`src/rtl/sap_pkg.sv`:
```
package sap_pkg;

    // Slot tracker states of the frame timing generator
    typedef enum logic [1:0] {
        ST_BOOT  = 2'd0,
        ST_LEFT  = 2'd1,
        ST_RIGHT = 2'd2
    } slot_state_e;

    // Frame layout selected by the core
    typedef enum logic {
        FMT_I2S = 1'b0,
        FMT_RJ  = 1'b1
    } frame_fmt_e;

endpackage

```
`src/rtl/sap_timing.sv`:
```
module sap_timing
    import sap_pkg::*;
#(
    parameter int DIV    = 16,
    parameter int SLOT_W = 32
) (
    input  logic                      clk,
    input  logic                      rst_n,
    input  logic                      fmt_i,
    output logic                      load_o,
    output logic                      sample_o,
    output logic                      bclk_o,
    output logic                      ws_o,
    output logic                      slot_o,
    output logic [$clog2(SLOT_W)-1:0] pos_o,
    output frame_fmt_e                fmt_q_o
);
    localparam int PH_W       = $clog2(DIV);
    localparam int POS_W      = $clog2(SLOT_W);
    localparam int BIT_W      = POS_W + 1;
    localparam int CNT_W      = PH_W + BIT_W;
    localparam int FRAME      = DIV * 2 * SLOT_W;
    localparam int HALF_FRAME = FRAME / 2;
    localparam logic [CNT_W-1:0] LAST      = CNT_W'(FRAME - 1);
    localparam logic [CNT_W-1:0] MID       = CNT_W'(HALF_FRAME - 1);
    localparam logic [PH_W-1:0]  SAMPLE_PH = PH_W'(DIV / 2 - 1);
    localparam logic [BIT_W-1:0] WS_FIRST  = BIT_W'(SLOT_W - 1);
    localparam logic [BIT_W-1:0] BIT_LAST  = BIT_W'(2 * SLOT_W - 1);

    logic [CNT_W-1:0] cnt_q;
    logic [PH_W-1:0]  phase;
    logic [BIT_W-1:0] bit_idx;
    slot_state_e      state_q, state_d;
    frame_fmt_e       fmt_q;

    assign phase   = cnt_q[PH_W-1:0];
    assign bit_idx = cnt_q[CNT_W-1:PH_W];

    // Core-clock counter; reset parks it on the last clock of a frame
    always_ff @(posedge clk) begin
        if (!rst_n) cnt_q <= LAST;
        else        cnt_q <= cnt_q + CNT_W'(1);
    end

    // Format is frozen for a whole frame
    always_ff @(posedge clk) begin
        if (!rst_n)      fmt_q <= FMT_I2S;
        else if (load_o) fmt_q <= frame_fmt_e'(fmt_i);
    end

    // State register
    always_ff @(posedge clk) begin
        if (!rst_n) state_q <= ST_BOOT;
        else        state_q <= state_d;
    end

    // Transitions: start, half, wrap
    always_comb begin
        state_d = state_q;
        unique case (state_q)
            ST_BOOT:  state_d = ST_LEFT;
            ST_LEFT:  if (cnt_q == MID)  state_d = ST_RIGHT;
            ST_RIGHT: if (cnt_q == LAST) state_d = ST_LEFT;
            default:  state_d = ST_BOOT;
        endcase
    end

    // Outputs
    always_comb begin
        load_o   = (cnt_q == LAST);
        sample_o = (phase == SAMPLE_PH);
        bclk_o   = phase[PH_W-1];
        slot_o   = (state_q == ST_RIGHT);
        pos_o    = bit_idx[POS_W-1:0];
        fmt_q_o  = fmt_q;
        ws_o     = 1'b0;
        unique case (fmt_q)
            FMT_I2S: ws_o = (bit_idx >= WS_FIRST) && (bit_idx != BIT_LAST);
            FMT_RJ:  ws_o = (state_q == ST_LEFT);
        endcase
    end

    assert_state_right_R2: assert property (@(posedge clk) disable iff (!rst_n)
        (state_q == ST_RIGHT) |-> cnt_q[CNT_W-1]);
    assert_state_left_R2: assert property (@(posedge clk) disable iff (!rst_n)
        (state_q == ST_LEFT) |-> !cnt_q[CNT_W-1]);
    assert_boot_last_R3: assert property (@(posedge clk) disable iff (!rst_n)
        (state_q == ST_BOOT) |-> load_o);

endmodule

```
`src/rtl/sap_tx_lane.sv`:
```
module sap_tx_lane
    import sap_pkg::*;
#(
    parameter int OUT_W  = 20,
    parameter int SLOT_W = 32
) (
    input  logic                      clk,
    input  logic                      rst_n,
    input  logic                      load_i,
    input  logic [OUT_W-1:0]          left_i,
    input  logic [OUT_W-1:0]          right_i,
    input  frame_fmt_e                fmt_i,
    input  logic                      slot_i,
    input  logic [$clog2(SLOT_W)-1:0] pos_i,
    output logic                      sd_o
);
    localparam int POS_W = $clog2(SLOT_W);
    localparam int PAD_W = SLOT_W - OUT_W;

    logic [OUT_W-1:0]  left_q, right_q, word;
    logic [SLOT_W-1:0] image;
    logic [POS_W-1:0]  sel;

    // Words held for the full frame
    always_ff @(posedge clk) begin
        if (!rst_n) begin
            left_q  <= '0;
            right_q <= '0;
        end else if (load_i) begin
            left_q  <= left_i;
            right_q <= right_i;
        end
    end

    // Slot image: word placed at the head (I2S) or at the tail (right-justified)
    always_comb begin
        word  = slot_i ? right_q : left_q;
        image = '0;
        unique case (fmt_i)
            FMT_I2S: image = {word, {PAD_W{1'b0}}};
            FMT_RJ:  image = {{PAD_W{1'b0}}, word};
        endcase
        sel  = POS_W'(SLOT_W - 1) - pos_i;
        sd_o = image[sel];
    end

endmodule

```
`src/rtl/sap_rx.sv`:
```
module sap_rx
    import sap_pkg::*;
#(
    parameter int IN_W   = 16,
    parameter int SLOT_W = 32
) (
    input  logic                      clk,
    input  logic                      rst_n,
    input  logic                      sample_i,
    input  logic                      load_i,
    input  frame_fmt_e                fmt_i,
    input  logic                      slot_i,
    input  logic [$clog2(SLOT_W)-1:0] pos_i,
    input  logic                      sd_i,
    output logic [IN_W-1:0]           left_o,
    output logic [IN_W-1:0]           right_o
);
    logic [IN_W-1:0] left_sh, right_sh;
    logic            in_win;

    // Capture window inside the slot
    always_comb begin
        in_win = 1'b0;
        unique case (fmt_i)
            FMT_I2S: in_win = (int'(pos_i) < IN_W);
            FMT_RJ:  in_win = (int'(pos_i) >= SLOT_W - IN_W);
        endcase
    end

    always_ff @(posedge clk) begin
        if (!rst_n) begin
            left_sh  <= '0;
            right_sh <= '0;
            left_o   <= '0;
            right_o  <= '0;
        end else begin
            if (sample_i && in_win) begin
                if (slot_i) right_sh <= {right_sh[IN_W-2:0], sd_i};
                else        left_sh  <= {left_sh[IN_W-2:0], sd_i};
            end
            if (load_i) begin
                left_o  <= left_sh;
                right_o <= right_sh;
            end
        end
    end

    assert_rx_hold_R11: assert property (@(posedge clk) disable iff (!rst_n)
        !load_i |=> ($stable(left_o) && $stable(right_o)));

endmodule

```
`src/rtl/sap_port.sv`:
```
module sap_port
    import sap_pkg::*;
#(
    parameter int LANES  = 2,
    parameter int OUT_W  = 20,
    parameter int IN_W   = 16,
    parameter int SLOT_W = 32,
    parameter int DIV    = 16
) (
    input  logic                     clk,
    input  logic                     rst_n,
    input  logic                     fmt_rj_i,
    input  logic [2*LANES*OUT_W-1:0] tx_words_i,
    input  logic                     sd_i,
    output logic                     bclk_o,
    output logic                     ws_o,
    output logic [LANES-1:0]         sd_o,
    output logic [IN_W-1:0]          rx_left_o,
    output logic [IN_W-1:0]          rx_right_o,
    output logic                     frame_o
);
    localparam int POS_W = $clog2(SLOT_W);
    localparam int PAD_W = SLOT_W - OUT_W;

    logic             load, sample, slot;
    logic [POS_W-1:0] pos;
    frame_fmt_e       fmt_q;

    sap_timing #(.DIV(DIV), .SLOT_W(SLOT_W)) u_timing (
        .clk      (clk),
        .rst_n    (rst_n),
        .fmt_i    (fmt_rj_i),
        .load_o   (load),
        .sample_o (sample),
        .bclk_o   (bclk_o),
        .ws_o     (ws_o),
        .slot_o   (slot),
        .pos_o    (pos),
        .fmt_q_o  (fmt_q)
    );

    // Lane k carries words 2k (left) and 2k+1 (right), R7
    for (genvar g = 0; g < LANES; g++) begin : g_lane
        sap_tx_lane #(.OUT_W(OUT_W), .SLOT_W(SLOT_W)) u_lane (
            .clk     (clk),
            .rst_n   (rst_n),
            .load_i  (load),
            .left_i  (tx_words_i[(2*g)*OUT_W +: OUT_W]),
            .right_i (tx_words_i[(2*g+1)*OUT_W +: OUT_W]),
            .fmt_i   (fmt_q),
            .slot_i  (slot),
            .pos_i   (pos),
            .sd_o    (sd_o[g])
        );
    end

    sap_rx #(.IN_W(IN_W), .SLOT_W(SLOT_W)) u_rx (
        .clk      (clk),
        .rst_n    (rst_n),
        .sample_i (sample),
        .load_i   (load),
        .fmt_i    (fmt_q),
        .slot_i   (slot),
        .pos_i    (pos),
        .sd_i     (sd_i),
        .left_o   (rx_left_o),
        .right_o  (rx_right_o)
    );

    always_ff @(posedge clk) begin
        if (!rst_n) frame_o <= 1'b0;
        else        frame_o <= load;
    end

    assert_frame_on_fall_R2: assert property (@(posedge clk) disable iff (!rst_n)
        frame_o |-> $fell(bclk_o));
    assert_frame_single_R2: assert property (@(posedge clk) disable iff (!rst_n)
        frame_o |=> !frame_o);
    assert_ws_on_fall_R8: assert property (@(posedge clk) disable iff (!rst_n)
        !$stable(ws_o) |-> $fell(bclk_o));
    assert_sd_on_fall_R8: assert property (@(posedge clk) disable iff (!rst_n)
        !$stable(sd_o) |-> $fell(bclk_o));
    assert_i2s_pad_R5: assert property (@(posedge clk) disable iff (!rst_n)
        (fmt_q == FMT_I2S && int'(pos) >= OUT_W) |-> (sd_o == '0));
    assert_rj_pad_R6: assert property (@(posedge clk) disable iff (!rst_n)
        (fmt_q == FMT_RJ && int'(pos) < PAD_W) |-> (sd_o == '0));

endmodule

```
`config.mk`:
```
export PLATFORM = sky130hd
export DESIGN_NAME = sap_port
export DESIGN_NICKNAME = d
export VERILOG_FILES = /design/src/rtl/sap_pkg.sv /design/src/rtl/sap_timing.sv /design/src/rtl/sap_tx_lane.sv /design/src/rtl/sap_rx.sv /design/src/rtl/sap_port.sv
export SDC_FILE = /design/constraint.sdc
export NUM_CORES = 1
export LEC_CHECK = 0
export BUFFER_PORTS_ARGS = -buffer_cell sky130_fd_sc_hd__buf_2
export CORE_UTILIZATION = 55
export CTS_CLUSTER_DIAMETER = 100
export DETAILED_ROUTE_END_ITERATION = 8
export PLACE_DENSITY_LB_ADDON = 0.2
export SYNTH_ARGS = -nofsm -noshare
export SYNTH_HDL_FRONTEND = slang
export SYNTH_SLANG_ARGS = --single-unit
```
`constraint.sdc`:
```
create_clock -name clk -period 3.1 [get_ports clk]
set_clock_uncertainty 0.15 [all_clocks]
set_input_delay 0.465 -clock clk [delete_from_list [all_inputs] [get_ports clk]]
set_output_delay 0.465 -clock clk [all_outputs]
set_load 0.05 [all_outputs]
```
## Word-level counts from Yosys, hierarchy flattened

Index checks and enable logic that the tools add are counted.
W data, S select, Z words.

- Bits in registers: 158
- Input port bits: 84
- Output and inout port bits: 37
- Logic and storage cells: 47

- Add/sub/neg operators: 2
- Magnitude comparators: 4
- Eq/ne operators: 8
- Muxes and demuxes: 13
- Bitwise operators: 2
- Reductions and logical operators: 6

Operator list:

| cell | number |
|---|---|
| $pmux W32 S2 | 2 |
| $mux W20 | 2 |
| $add A10 B1 Y10 const B | 1 |
| $bmux W1 S5 | 2 |
| $eq A10 B10 Y1 const B | 1 |
| $eq A10 B9 Y1 const B | 1 |
| $ge A6 B5 Y1 const B | 1 |
| $lt A5 B6 Y1 const B | 1 |
| $ne A6 B6 Y1 const B | 1 |
| $pmux W2 S3 | 1 |
| $reduce_and A2 Y1 | 3 |
| $ge A5 B5 Y1 const B | 1 |
| $lt A5 B5 Y1 const B | 1 |
| $sub A5 B5 Y5 const A | 1 |
| $eq A4 B3 Y1 const B | 1 |
| $mux W2 | 2 |
| $pmux W1 S2 | 2 |
| $eq A2 B1 Y1 const B | 1 |
| $eq A2 B2 Y1 const B | 1 |
| $logic_and A1 B1 Y1 | 2 |
| $logic_not A2 Y1 | 1 |
| $mux W1 | 2 |
| $ne A2 B1 Y1 const B | 1 |
| $ne A2 B2 Y1 const B | 1 |
| $not A1 Y1 | 2 |

## Logic depth before layout (Yosys ltp)

- Word-level depth: 5
- Depth in mapped cells: 9
- Depth with buffers taken out: 7

## Modules after synthesis

Synthesis repeated with hierarchy kept, for this count alone.

- Cell total of the unflattened synthesis: 640
- Area total of the unflattened synthesis: 6907.9 sq um

By module, submodules not included:

| module | instances | cells an instance | area an instance (sq um) | sequential area each (sq um) |
|---|---|---|---|---|
| sap_tx_lane | 2 | 176 | 1914.3 | 800.8 |
| sap_rx | 1 | 211 | 2379.8 | 1281.2 |
| sap_timing | 1 | 75 | 673.1 | 260.2 |
| sap_port | 1 | 2 | 26.3 | 20.0 |

## Least setup slack after synthesis

No wires, ideal clock.

- Path type: flip-flop to output port
- Start point: register u_timing.state_q[1]
- End point: output sd_o[0]
- Arrival: 2.069 ns
- Data required time: 2.485 ns
- Slack: 0.416 ns
- Stages on the path, launching flop included: 9
- Buffers on the path: 2
- Cell sequence: dfxtp_1 -> nor2b_4 -> buf_6 -> mux4_2 -> mux2_2 -> mux2i_1 -> nor2_1 -> a2111o_1 -> buf_4

- Cells in the longest elaborated chain, start to end: 5

Ends and longest elaborated chain:

| element | line | RTL |
|---|---|---|
| from (decl) | sap_timing.sv:33 | `slot_state_e state_q, state_d;` |
| from (signal assigned) | sap_timing.sv:54 | `else state_q <= state_d;` |
| $eq A2 B2 Y1 | sap_timing.sv:73 | `slot_o = (state_q == ST_RIGHT);` |
| $mux W20 | sap_tx_lane.sv:37 | `word = slot_i ? right_q : left_q;` |
| $pmux W32 S2 | sap_tx_lane.sv:39 | `unique case (fmt_i)` |
| $bmux W1 S5 | sap_tx_lane.sv:44 | `sd_o = image[sel];` |
| $mux W1 (not written as such) | sap_tx_lane.sv:44 |  |
| to (decl) | sap_port.sv:17 | `output logic [LANES-1:0] sd_o,` |

Every way passes these cells. The select of a mux whose other input is x is not followed.

## Worst setup path after layout

Same ends and word-level chain as after synthesis.

==> key figures <==
Run status
  • Outcome: complete, but fails checks
  • Failing checks: setup timing

Layout
  • Finished Layout Cells: roughly 1,000
  • Commonest non-fill, non-tap cell in the layout: nand2_1
  • Area Overhead vs Synth: 21.6%
  • Antenna diodes: 0
  • # fillers: slightly below 1,000
  • Commonest non-fill, non-tap cells in the layout: nand2_1 (248), dfxtp_1 (155), buf_2 (117)
  • Share of post-route cells with drive strength above 1: 23.5%
  • Nets: approximately 940

Timing
  • Minimum clock period: 3.23 ns
  • Final hold vios: 0
  • Least-Margin Pin Slew: 0.647 ns
  • Max-Slew Margin vs Limit: about 57%
  • Final worst-path cycle share: 104%
  • Slew Viols, Final: 0
  • F_max: a little over 300 MHz
  • Final WS setup: -0.133 ns
  • WHS: 0.126 ns
  • RSZ-0062 raised after global routing: yes
  • Final setup viols: 2

Die
  • CORE AREA: 12,100 sq um
  • Top-Level Pins: about 120
  • Die ar.: 12,800 sq um
  • DIE HEIGHT: 113 um
  • Die width: 113 um
  • Starting Density: 56.5%
  • Rows: 40

Critical path
  • CP Data Arrival Time: between 2 and 3 ns
  • CP most frequent cell: buf_6
  • Crit path kind: flip-flop to output pin
  • Crit path launch type: flip-flop
  • Worst-path fanout max: 6
  • Cell Chain, Critical Path: nor2b_4, buf_12, buf_6, mux4_2, nand2b_1, and2_4, o22ai_2, a2111o_1, buf_6
  • CP required: 2.48 ns
  • Buf/Inv on CP: 3
  • Crit path capture type: output pin
  • R2r startpoint: u_timing.cnt_q[0]
  • R2r setup slk: ~0.65 ns
  • Critical path's top delay family: compound AO/OA/AOI/OAI gates
  • Reg2reg end: g_lane[1].u_lane.left_q[14]
  • R2R cell count: 7
  • Worst path slowest cell: mux4_2
  • Worst path max stage delay: 0.49 ns

Yosys
  • Main flop type after synthesis: dfxtp_1
  • Mapped Cells: 758
  • Synth Area in Adders: 0.183%
  • Post-synthesis compound-gate area fraction: 15.7%
  • Area of the mapped netlist: 6820 sq um
  • Post-synthesis sequential area ratio: 46.4%
  • Main combinational cell family by area after synthesis: simple AND/OR/NAND/NOR gates
  • Mux cell area share after synthesis: 10.4%
  • Post-synth EDFFs: 0
  • Mean Syn Cell Area: between 8 and 9 sq um
  • Netlist cell types: 48
  • Post-Synth Simple-Gate Area: approximately 22%
  • Synth Area in XOR/XNOR: 0.899%
  • #FFs+latches synth: 158
  • Syn Nets: 843
  • Asr flop ratio synth: 0%
  • Syn. warnings: 0

Run
  • Max cap viols: 0

Hold path
  • Hold crit path type: primary input to flip-flop
  • Min-delay src: tx_words_i[15]
  • Hold path endpoint: g_lane[0].u_lane.left_q[15]
  • WHS Path Cells: 3

Power and ir drop
  • Pwr dens: 704 nW/um^2
  • Leak pwr: 3.15 nW
  • Max VDD drop: 0.000414 V

Detailed routing
  • DR iter-0 viols: 286
  • Via count: 5,511
  • # DRC: 0
  • Vias/cell: 5.30
  • Drt total wl: 15,500 um
  • Per-cell routed wire length: about 15 um
  • Total iterations of the first detailed-routing run: 5
  • Final antenna-violating net count: 0

Global routing
  • GR Util All Layers: roughly a quarter
  • GRT Residual Overflow: 0
  • Largest net degree at the start of global routing: 81
  • Number of global-route vias before repair: 5,387
  • First-pass GRT wire length: 25,200 um
  • Initial antenna violation count: 0

CTS
  • CTS buffer count: 17
  • # clock sinks: 158
  • Worst-path clk slew: 0.06 ns
  • Cts hold-fix bufs: 0
  • CTS tree: done
  • CTS Buffer Depth: 2
  • H-tree depth: 4
  • Clock latency on the worst-skew pair: 0.42 ns
  • Root Buffer Master: clkbuf_16

Placed design
  • IO buf count: 120
  • Routability congestion estimate from global placement: 0.858
  • DP Worst Slack: 0.124 ns
  • Placed cell count: around 1,000
  • Post-DP HPWL: 10,300 um
stage by stage:
step           power [mW]  TNS (ns)  area [sq um]  utilization (%)
2_1_floorplan        3.23         0          6820                -
5_1_grt              6.08    -0.377          8290             68.7
3_5_place_dp         3.56         0          7540             62.5
4_1_cts              5.84    -0.217          8270             68.6
6_report             5.84    -0.234          8290             68.7
3_3_place_gp         3.51         0          7540             62.5
cells by family after synthesis:
logic type               count (synthesis)
AO/OA/AOI/OAI                          144
XOR/XNOR                                 7
adder cells (fa/ha/maj)                  1
buffers and inverters                   61
flip-flops                             158
multiplexers                            52
AND/OR/NAND/NOR                        335
metal layers:
metal	up-vias	track usage [%]	part of all wire [%]
met3	46	5.68	4.6
li1	2741	-	-
met1	2585	30.0	43
met2	139	41.7	49
met4	0	13.7	3.2
met5	-	0	0
tightest hold or removal path: stages:
cell and delay (ns):
buf_2 0.09, nand2_1 0.05, a21boi_1 0.05
worst max path at each step:
stage	startpoint	end	slack, ns	cells past startpoint
final	u_timing.state_q[1]	sd_o[0]	-0.13	9
after global routing	u_timing.state_q[1]	sd_o[0]	-0.21	8
after CTS	u_timing.state_q[1]	sd_o[0]	-0.11	9
after detailed placement	u_timing.state_q[1]	sd_o[0]	0.12	7
after global placement	u_timing.state_q[1]	sd_o[0]	0.25	7
after floorplan	u_timing.state_q[1]	sd_o[0]	0.42	8
flip-flops by register name, indices dropped and copies added, names as in the netlist:
name                   flops
frame_o                    1
u_timing.cnt_q            10
u_timing.fmt_q_o           1
u_rx.right_o              16
u_timing.state_q           2
u_rx.left_sh              16
u_rx.right_sh             16
g_lane.u_lane.left_q      40
u_rx.left_o               16
g_lane.u_lane.right_q     40
layout make-up:
type	instances	area, sq um	share of cell area [%]
clock buffers	19	433	5.22
clock inverters	13	214	2.58
multi-input cells	539	3420	41.3
well taps	168	210	2.54
flip-flops and latches	158	3170	38.2
repair buffers	142	838	10.1
inverters	1	3.75	0.0453
report_power, final:
group	switching [mW]	leakage [nW]	internal [mW]
combinational	0.722	1.57	0.446
clock	0.842	0.301	1.43
sequential	0.176	1.28	2.22
total	1.74	3.15	4.10
what timing repair did:
item / 4_1_cts / 5_1_grt
setup buffers: 4 / 0
setup endpoints to repair: 2 / 2
gates resized for setup: 13 / 6
pin swaps: 3 / 0
synth_stat cells, types with 4 or more instances:
library cell / n / area (sq um)
nand2_1: 249 / 935
nand3_1: 9 / 45.0
buf_6: 4 / 45.0
and3b_1: 8 / 70.1
dfxtp_1: 158 / 3160
and2_1: 6 / 37.5
clkbuf_1: 39 / 146
buf_2: 14 / 70.1
nor2_1: 5 / 18.8
nand2b_1: 6 / 37.5
o21ai_0: 5 / 25.0
a21boi_1: 113 / 848
a211oi_1: 7 / 52.6
nor2b_1: 36 / 225
a21oi_1: 4 / 20.0
mux2i_1: 36 / 360
xor2_1: 4 / 35.0
mux4_2: 15 / 338
(Power assumes the default switching activity.)
